--- config.mk ---
export PLATFORM = sky130hd
export DESIGN_NAME = r2dc_stage
export DESIGN_NICKNAME = d
export VERILOG_FILES = /design/src/rtl/r2dc_pkg.sv /design/src/rtl/r2dc_reorder.sv /design/src/rtl/r2dc_twiddle.sv /design/src/rtl/r2dc_cmul.sv /design/src/rtl/r2dc_stage.sv
export SDC_FILE = /design/constraint.sdc
export NUM_CORES = 2
export LEC_CHECK = 0
export ABC_AREA = 1
export BUFFER_PORTS_ARGS = -buffer_cell sky130_fd_sc_hd__buf_4
export CORE_MARGIN = 2
export CORE_UTILIZATION = 58
export CTS_CLUSTER_DIAMETER = 30
export CTS_CLUSTER_SIZE = 28
export DETAILED_ROUTE_END_ITERATION = 10
export PLACE_DENSITY = 0.82
export SLEW_MARGIN = 20
export SYNTH_ARGS = -nofsm -noshare
export SYNTH_HDL_FRONTEND = slang
export SYNTH_SLANG_ARGS = --single-unit
--- constraint.sdc ---
create_clock -name clk -period 8.6 [get_ports clk]
set_input_delay 1.72 -clock clk [delete_from_list [all_inputs] [get_ports clk]]
set_output_delay 1.72 -clock clk [all_outputs]
set_load 0.02 [all_outputs]
--- src/rtl/r2dc_pkg.sv ---
package r2dc_pkg;
   // position of a word inside a four-word output group
   typedef enum logic [1:0] {
      PH_SUM_RE = 2'd0,
      PH_SUM_IM = 2'd1,
      PH_DIF_RE = 2'd2,
      PH_DIF_IM = 2'd3
   } phase_e;
endpackage

--- src/rtl/r2dc_reorder.sv ---
// Holds two blocks of words and feeds the shared add/sub unit one operand pair per accepted word.
module r2dc_reorder
   import r2dc_pkg::*;
#(
   parameter int L  = 8,
   parameter int DW = 16,
   parameter int JW = 3
) (
   input  logic                 clk,
   input  logic                 rst,
   input  logic                 en,
   input  logic [DW-1:0]        din,
   output logic signed [DW-1:0] y,
   output phase_e               ph,
   output logic [JW-1:0]        pair
);
   localparam int DEPTH = 8 * L;
   localparam int AW    = $clog2(DEPTH);
   localparam int QW    = AW - 1;
   localparam int BASE  = 2 * L + 1;
   localparam logic [1:0] PH_INIT = 2'(DEPTH - BASE - 1);

   logic signed [DW-1:0] mem [DEPTH];
   logic [AW-1:0] wcnt, rcnt, addr_a, addr_b;
   logic [QW-1:0] pos, off_a, off_b;
   logic signed [DW-1:0] opa, opb;
   logic signed [DW:0]   res;

   assign rcnt   = wcnt - AW'(BASE);
   assign pos    = rcnt[QW-1:0];
   assign off_a  = QW'((32'(pos) >> 2) * 2 + 32'(pos[0]));
   assign off_b  = off_a + QW'(2 * L);
   assign addr_a = {rcnt[AW-1], off_a};
   assign addr_b = {rcnt[AW-1], off_b};
   assign opa    = mem[addr_a];
   assign opb    = mem[addr_b];
   // one shared real add/sub: add for the two sum words, subtract for the two difference words
   assign res    = pos[1] ? ({opa[DW-1], opa} - {opb[DW-1], opb})
                          : ({opa[DW-1], opa} + {opb[DW-1], opb});

   always_ff @(posedge clk) begin
      if (rst) begin
         wcnt <= '0;
         y    <= '0;
         ph   <= phase_e'(PH_INIT);
         pair <= '0;
         for (int i = 0; i < DEPTH; i++) mem[i] <= '0;
      end else if (en) begin
         wcnt      <= wcnt + AW'(1);
         mem[wcnt] <= din;
         y         <= res[DW:1];
         ph        <= phase_e'(pos[1:0]);
         pair      <= JW'(32'(pos) >> 2);
      end
   end

   // operands are always words accepted on earlier edges, never the word arriving now
   p_no_fresh_read_r1 : assert property (@(posedge clk) disable iff (rst)
      en |-> (addr_a != wcnt && addr_b != wcnt));
endmodule

--- src/rtl/r2dc_twiddle.sv ---
// Constant twiddle table, one entry per pair index, computed at elaboration.
module r2dc_twiddle #(
   parameter int N     = 16,
   parameter int STAGE = 1,
   parameter int TW    = 16,
   parameter int JW    = 3
) (
   input  logic [JW-1:0]        pair,
   output logic signed [TW-1:0] tw_c,
   output logic signed [TW-1:0] tw_d
);
   localparam int  ENTRIES = 2 ** JW;
   localparam real TWO_PI  = 6.283185307179586;
   localparam real SCALE   = 2.0 ** (TW - 2);

   logic signed [TW-1:0] ctab [ENTRIES];
   logic signed [TW-1:0] dtab [ENTRIES];

   for (genvar j = 0; j < ENTRIES; j++) begin : g_tab
      localparam int  EXPO = (j << (STAGE - 1)) % N;
      localparam real ANG  = TWO_PI * EXPO / N;
      localparam int  CV   = $rtoi($floor($cos(ANG) * SCALE + 0.5));
      localparam int  DV   = $rtoi($floor(-$sin(ANG) * SCALE + 0.5));
      assign ctab[j] = TW'(CV);
      assign dtab[j] = TW'(DV);
   end

   assign tw_c = ctab[pair];
   assign tw_d = dtab[pair];
endmodule

--- src/rtl/r2dc_cmul.sv ---
// Rotates each difference pair with one real multiplier over four accepted words and aligns the sum words.
module r2dc_cmul
   import r2dc_pkg::*;
#(
   parameter int DW = 16,
   parameter int TW = 16
) (
   input  logic                 clk,
   input  logic                 rst,
   input  logic                 en,
   input  logic signed [DW-1:0] y,
   input  phase_e               ph,
   input  logic signed [TW-1:0] tw_c,
   input  logic signed [TW-1:0] tw_d,
   output logic signed [DW-1:0] dout
);
   localparam int PW = DW + TW;
   localparam int SW = PW + 1;
   localparam logic signed [SW-1:0] MAXV = {{(SW-DW+1){1'b0}}, {(DW-1){1'b1}}};
   localparam logic signed [SW-1:0] MINV = ~MAXV;
   localparam logic signed [SW-1:0] HALF = SW'(1) << (TW - 3);

   logic signed [DW-1:0] y_d, ha, hb, sr, si, si2, re_hold;
   logic signed [TW-1:0] hc, hd;
   logic signed [DW-1:0] op_x;
   logic signed [TW-1:0] op_y;
   logic signed [PW-1:0] mult, prod, prev;
   logic signed [SW-1:0] acc, biased, shifted;
   logic signed [DW-1:0] rounded;

   // operand multiplexers: the data side alternates a,b and the twiddle side swaps c,d halfway
   always_comb begin
      unique case (ph)
         PH_SUM_RE: begin op_x = ha; op_y = hc; end
         PH_SUM_IM: begin op_x = hb; op_y = hd; end
         PH_DIF_RE: begin op_x = ha; op_y = hd; end
         default:   begin op_x = hb; op_y = hc; end
      endcase
   end

   assign mult = $signed({{TW{op_x[DW-1]}}, op_x}) * $signed({{DW{op_y[TW-1]}}, op_y});

   // post-adder: subtract when prod holds b*d, add when prod holds b*c
   assign acc     = (ph == PH_SUM_RE) ? ({prev[PW-1], prev} + {prod[PW-1], prod})
                                      : ({prev[PW-1], prev} - {prod[PW-1], prod});
   assign biased  = acc + HALF;
   assign shifted = biased >>> (TW - 2);
   assign rounded = (shifted > MAXV) ? DW'(MAXV) :
                    (shifted < MINV) ? DW'(MINV) : DW'(shifted);

   always_ff @(posedge clk) begin
      if (rst) begin
         y_d <= '0; ha <= '0; hb <= '0; hc <= '0; hd <= '0;
         prod <= '0; prev <= '0; sr <= '0; si <= '0; si2 <= '0;
         re_hold <= '0; dout <= '0;
      end else if (en) begin
         y_d  <= y;
         prod <= mult;
         prev <= prod;
         if (ph == PH_DIF_IM) begin
            ha <= y_d; hb <= y; hc <= tw_c; hd <= tw_d;
         end
         if (ph == PH_SUM_IM) begin
            sr <= y_d; si <= y; si2 <= si;
         end
         if (ph == PH_DIF_RE) re_hold <= rounded;
         unique case (ph)
            PH_SUM_IM: dout <= sr;
            PH_DIF_RE: dout <= si2;
            PH_DIF_IM: dout <= re_hold;
            default:   dout <= rounded;
         endcase
      end
   end

   // the word phase coming from the reorder unit steps by exactly one per accepted word
   p_phase_step_r1 : assert property (@(posedge clk) disable iff (rst)
      en |=> (2'(ph) == 2'($past(ph) + 2'd1)));
   // the held difference operands stay fixed while their four partial products are formed
   p_hold_operands_r3 : assert property (@(posedge clk) disable iff (rst)
      (en && ph != PH_DIF_IM) |=> ($stable(ha) && $stable(hb) && $stable(hc) && $stable(hd)));
endmodule

--- src/rtl/r2dc_stage.sv ---
module r2dc_stage
   import r2dc_pkg::*;
#(
   parameter int N     = 16,
   parameter int STAGE = 1,
   parameter int DW    = 16,
   parameter int TW    = 16
) (
   input  logic          clk,
   input  logic          rst,
   input  logic          in_valid,
   input  logic [DW-1:0] in_data,
   output logic          out_valid,
   output logic [DW-1:0] out_data
);
   localparam int LOGN = $clog2(N);
   localparam int L    = N >> STAGE;
   localparam int JW   = (L > 1) ? $clog2(L) : 1;
   localparam int LAT  = 2 * L + 7;
   localparam int CW   = $clog2(LAT + 1);

   if (N < 4 || (1 << LOGN) != N) begin : g_bad_n
      $error("r2dc_stage: N must be a power of two of at least 4");
   end
   if (STAGE < 1 || STAGE > LOGN) begin : g_bad_stage
      $error("r2dc_stage: STAGE must lie in 1..log2(N)");
   end
   if (DW < 4 || TW < 4) begin : g_bad_width
      $error("r2dc_stage: DW and TW must be at least 4");
   end

   logic signed [DW-1:0] y, dout;
   phase_e               ph;
   logic [JW-1:0]        pair;
   logic signed [TW-1:0] tw_c, tw_d;
   logic [CW-1:0]        seen;

   r2dc_reorder #(.L(L), .DW(DW), .JW(JW)) u_reorder (
      .clk(clk), .rst(rst), .en(in_valid), .din(in_data),
      .y(y), .ph(ph), .pair(pair)
   );

   r2dc_twiddle #(.N(N), .STAGE(STAGE), .TW(TW), .JW(JW)) u_twiddle (
      .pair(pair), .tw_c(tw_c), .tw_d(tw_d)
   );

   r2dc_cmul #(.DW(DW), .TW(TW)) u_cmul (
      .clk(clk), .rst(rst), .en(in_valid), .y(y), .ph(ph),
      .tw_c(tw_c), .tw_d(tw_d), .dout(dout)
   );

   assign out_data = dout;

   always_ff @(posedge clk) begin
      if (rst) begin
         seen      <= '0;
         out_valid <= 1'b0;
      end else begin
         out_valid <= in_valid && (seen == CW'(LAT));
         if (in_valid && seen != CW'(LAT)) seen <= seen + CW'(1);
      end
   end

   // a valid output word always follows an accepted input word
   p_valid_follows_r5 : assert property (@(posedge clk) disable iff (rst)
      out_valid |-> $past(in_valid));
   // an idle input cycle freezes the output
   p_idle_freeze_r6 : assert property (@(posedge clk) disable iff (rst)
      !in_valid |=> (!out_valid && $stable(out_data)));
   // reset clears the output side
   p_reset_clear_r7 : assert property (@(posedge clk)
      rst |=> (!out_valid && out_data == '0));
endmodule

# ---- Word level (Yosys, flattened, before mapping)
# Memory sizes are Yosys's and may differ from the RTL's. A register that Yosys moved wholly into a read port is not among the register bits.
# Index checks and enable logic that the tools add are counted.
dict set report op_classes {
  addsub 10
  multipliers 1
  n_lt_le_gt_ge 2
  eq_ne 5
  n_mux 15
  bitwise 1
  reduce_logical 9
}
# operator n
set ops {}
lappend ops {{16-bit two-way mux} 5}
lappend ops {{16-bit one-hot mux with 3 select lines} 1}
lappend ops {{32-bit by 32-bit adder with 33-bit output} 1}
lappend ops {{33-bit by 15-bit adder with 33-bit output, second input constant} 1}
lappend ops {{33-bit two-way mux} 1}
lappend ops {{32-bit by 32-bit subtractor with 33-bit output} 1}
lappend ops {{16-bit by 16-bit multiplier with 32-bit output} 1}
lappend ops {{19-bit by 16-bit > comparator with 1-bit output, second input constant} 1}
lappend ops {{19-bit by 16-bit less-than comparator with 1-bit output, second input constant} 1}
lappend ops {{16-bit by 16-bit adder with 17-bit output} 1}
lappend ops {{17-bit two-way mux} 1}
lappend ops {{16-bit by 16-bit subtractor with 17-bit output} 1}
lappend ops {{16-bit OR reduction} 1}
lappend ops {{6-bit by 1-bit adder with 6-bit output, second input constant} 1}
lappend ops {{1-bit two-way mux} 6}
lappend ops {{6-bit two-way mux} 1}
lappend ops {{2-bit AND reduction} 3}
lappend ops {{6-bit by 5-bit subtractor with 6-bit output, second input constant} 1}
lappend ops {{4-bit by 1-bit adder with 5-bit output} 1}
lappend ops {{5-bit by 1-bit adder with 5-bit output, second input constant} 1}
lappend ops {{5-bit adder, second input constant} 1}
lappend ops {{5-bit == test, second input constant} 1}
lappend ops {{5-bit != test, second input constant} 1}
lappend ops {{2-bit == test, second input constant} 2}
lappend ops {{other kinds (5)} 7}
dict set report totals {
  regBits 225
  mem_bits_rw 1024
  mem_bits_ro 256
  out_inout_bits 17
  wordCells 62
  n_memories 3
}
# memory words word_bits rd rd_ports_with_merged_regs wr line_no
set mem_list {}
lappend mem_list {u_reorder.mem 64 16 2 0 64 r2dc_reorder.sv:23} ;# logic signed [DW-1:0] mem [DEPTH];
lappend mem_list {{(no name shown)} 8 16 1 1 0 r2dc_twiddle.sv:28} ;# assign tw_c = ctab[pair];
lappend mem_list {{(no name shown)} 8 16 1 1 0 r2dc_twiddle.sv:29} ;# assign tw_d = dtab[pair];

# ---- Depth between registers and ports, before layout
dict set report depth {
  word_depth 7
  depth_mapped 46
}

# ---- Hierarchy
# A second synthesis with hierarchy kept.
dict set report hier_totals {
  cells_unflattened 8423
  area_unflattened_um2 71524.8
}
# mod n_inst cells_per_inst area_each_um2 seq_area_each_um2
set modules_own_cells {}
lappend modules_own_cells {r2dc_reorder 1 5254 48781.8 31270.0}
lappend modules_own_cells {r2dc_cmul 1 3070 22093.7 4484.3}
lappend modules_own_cells {r2dc_twiddle 1 57 352.8 0.0}
lappend modules_own_cells {r2dc_stage 1 42 296.5 120.1}

# ---- Worst setup path after synthesis
# Ideal clock, no wire load.
dict set report synth_timing {
  kind {register -> register}
  start {reg, netlist name u_reorder.wcnt[0]}
  end {reg u_cmul.prod[29]}
  arrival_time_ns 8.447
  t_required_ns 8.542
  slack_ns 0.095
  path_stages_with_launch 42
  path_buffers 10
  synth_period_minus_slack_ns 8.505
  path_cell_list {dfxtp_1 buf_2 inv_2 buf_6 buf_4 buf_4 buf_6 buf_2 buf_2 buf_2 ha_1 clkbuf_1 nor2_1 clkbuf_1 nand2_1 o21ai_1 inv_1 nor2_1 [... 6 more ...] inv_1 fa_1 fa_1 inv_1 fa_1 inv_1 ha_1 a21oi_1 o21a_1 inv_1 a21oi_1 a31o_2 nand2_1 a31o_2 or2_2 nand3_1 o211ai_1 inv_1}
}
# element line_no
set synth_lines {}
lappend synth_lines {{end signal, assigned} r2dc_cmul.sv:58} ;# prod <= mult;
lappend synth_lines {{end, declared} r2dc_cmul.sv:27} ;# logic signed [PW-1:0] mult, prod, prev;

==> qor.yml <==
yosys:
  synth_top_cell_by_area: "edfxtp_1"
  postSynth.asyncResetShare: 0
  ys_seq_elements: 1266
  synth_nets: 8516
  synth_edf_count: 1024
  ys_warn_count: 0
  netlist_top_cells_area: "edfxtp_1 (44%), nand2_1 (12%), nor2_1 (7.5%), fa_1 (7.4%), dfxtp_1 (6.9%)"
  ys.flop_type: "edfxtp_1"
  seq_area_frac_synth: 0.505
  syn_avg_cell_area_um2: 8.70
  synth_top_area_frac: 0.437
  synth_cell_types: 62
  synth_area_mm2: 0.0704
  netlist_instances: 8092
drt:
  avgRoutedWirePerCell_um: 20.9
  top_layer_used: "met5"
  vias_per_cell: 5.89
  first_iter_violations: 8225
  route.detailed.drc: 0
  ant_nets: 0
  drt_wl_total_mm: 204
  num_vias: 57484
  firstDrtPassIters: 7
  dr_wl_met3_mm: 23.3
  routed-wl-met2_mm: 97.0
  wl_met1_mm: 72.5
critical_path:
  cpMostUsedCell: "fa_1"
  r2r-start: "u_reorder.wcnt[0]"
  max_stage_delay_ps: 840
  reg2reg_depth: 26
  worstPathArrival_ps: 8760
  r2r_slack_ps: 580
  cp-end-kind: "flip-flop"
  crit_cells: 26
  required_ps: 9340
  endpoint: "u_cmul.prod[29]"
  worst-path-buf-inv: 7
  startpoint: "u_reorder.wcnt[0]"
  crit_family: "adder cells"
  worst_setup_path_start_kind: "flip-flop"
  path_class: "reg2reg"
  cp_slowest_cell: "fa_1"
  r2r-end: "u_cmul.prod[29]"
  crit_fanout: 36
timing:
  finalHoldViolations: 0
  setup-violations-final: 0
  fin_ws_ps: 584
  fin_setup_tns_ps: 0
  drv_slew: 0
  skew_ps: 107
  layout_min_cycle_time_ps: 8020
  fmax_mhz: 125
  rsz0062_at_grt: "false"
  worstMarginPinSlew_ps: 1190
  fin_crit_sh: 0.932
  slew_headroom: 0.210
finish:
  finalNetCount: 8369
  layout.cells.most_common: "nand2_1"
  final_cell_mix: "nand2_1 (2251), nor2_1 (1397), edfxtp_1 (1024)"
  drive_gt1_frac: 0.0804
  area_growth_pct: 12.4
floorplanning:
  die_w_um: 352
  rows: 127
  start_util: 0.586
  die-area_mm2: 0.124
  ios: 36
  die_h_um: 352
  core-area_mm2: 0.120
clock_network:
  cts_inserted_buffers: 228
  ctsHoldBuffers: 0
  root_buffer: "clkbuf_16"
  cts_sinks: 1266
  cts_max_level: 4
  post_cts_resized: 0
  clk_pin_slew_worst_paths_ps: 50
  cts_tree: "yes"
  clock_latency_ps: 860
  postCtsSetupRepairBufs: 0
  clock_path_buffers: 3
pwr:
  power.leakage_uw: 0.0345
  peakVddDrop_uv: 240
  powerDensity_mw_per_mm2: 258
grt:
  grtUsageTotal: 0.325
  grt_pass1_wl_mm: 315
  grt_antenna_before_repair: 4
  grt_overflow_total: 0
  grt_pass1_vias: 56508
  grt_max_degree: 176
placement:
  place_ws_ps: 642
  place_congestion: 0.974
  hpwl_mm: 125
  port_buffers: 35
status:
  status: "finished, final reports clean"
min_path:
  hp-class: "reg2reg"
flow_run:
  drv_cap: 0
cell families after synthesis:
group                    synth area share
XOR/XNOR                           0.0132
buffers and inverters              0.0684
AO/OA/AOI/OAI                      0.0691
flip-flops                          0.505
adder cells (fa/ha/maj)            0.0999
AND/OR/NAND/NOR                     0.244
cell usage after synthesis (19+ instances only):
library cell / instances
buf_6: 21
clkbuf_1: 302
buf_2: 121
nand4_1: 19
dfxtp_1: 242
a31oi_1: 35
nand2_2: 23
o31ai_1: 20
nand2_1: 2252
ha_1: 143
xnor2_1: 30
nand3_1: 409
edfxtp_1: 1024
inv_2: 37
a211oi_1: 20
a21oi_1: 483
o211ai_1: 30
o21ai_0: 220
nor2_1: 1398
inv_1: 633
nor3_1: 76
buf_1: 31
xor2_1: 68
fa_1: 262
power breakdown:
part / total, uW / internal, uW / switching [uW] / leakage [uW]
clock: 9080 / 5780 / 3290 / 0.00377
combinational: 4330 / 1230 / 3110 / 0.0182
sequential: 7040 / 6910 / 132 / 0.0126
worst reg2reg max path, cell delays in order (launching register included):
cell and delay [ps]:
dfxtp_4 370, inv_8 90, ha_2 480, clkinv_1 230, a21oi_1 200, buf_4 170, clkinv_1 360, nor2_1 280
inv_1 170, fa_1 560, inv_1 70, fa_1 840, fa_1 550, fa_1 570, fa_1 430, fa_1 440
ha_1 460, nand2_1 150, nor4_1 400, nand3_1 210, a31o_2 300, nand2_1 120, a31o_2 180, or2_2 110
nand3_1 60, o211ai_1 100, inv_1 50
routing by layer:
metal / GRT usage / vias to the layer above
li1: - / 25927
met3: 0.0650 / 738
met5: 0 / -
met1: 0.409 / 27130
met2: 0.528 / 3683
met4: 0.178 / 6
through the flow:
step / total power [uW] / utilization / cells / area [um2] / hold WS (ps)
2_1_floorplan: 10100 / - / 8092 / 70400 / 425
3_3_place_gp: 11300 / 0.593 / 9327 / 71200 / 441
3_5_place_dp: 11300 / 0.593 / 9327 / 71200 / 446
4_1_cts: 20300 / 0.659 / 9757 / 79100 / 442
5_1_grt: 21100 / 0.659 / 9757 / 79100 / 480
6_report: 20400 / 0.659 / 9758 / 79100 / 441
layout make-up:
type	instances	area (um2)
fillers	9160	41000
flip-flops and latches	1266	35600
multi-input cells	5650	30000
clock buffers	262	5950
inverters	681	2590
well taps	1612	2020
clock inverters	168	1990
repair buffers	118	948
diodes	1	2.50
flip-flops by register name, summed over array words and instances (netlist names), 3 cells and up:
| register | cells |
|---|---|
| seen | 5 |
| u_cmul.hd | 7 |
| u_reorder.y | 16 |
| u_cmul.dout | 16 |
| u_cmul.prod | 32 |
| u_cmul.ha | 16 |
| u_cmul.y_d | 16 |
| u_reorder.pair | 3 |
| u_cmul.hc | 11 |
| u_cmul.sr | 16 |
| u_cmul.re_hold | 16 |
| u_cmul.si | 16 |
| u_cmul.hb | 16 |
| u_reorder.mem | 1024 |
| u_cmul.si2 | 16 |
| u_cmul.prev | 32 |
| u_reorder.wcnt | 6 |
how the worst min path moves through the flow:
stage	endpoint	slack, ps	start	cells after the start
finish	u_cmul.y_d[6]	440	u_reorder.y[6]	2
global route	u_cmul.y_d[6]	480	u_reorder.y[6]	2
CTS	u_cmul.y_d[6]	440	u_reorder.y[6]	2
detailed placement	u_cmul.ha[9]	450	u_cmul.ha[9]	2
global placement	u_cmul.ha[9]	440	u_cmul.ha[9]	2
floorplan	u_cmul.ha[10]	420	u_cmul.ha[10]	2
No activity file was read; power rests on OpenSTA's default activity.
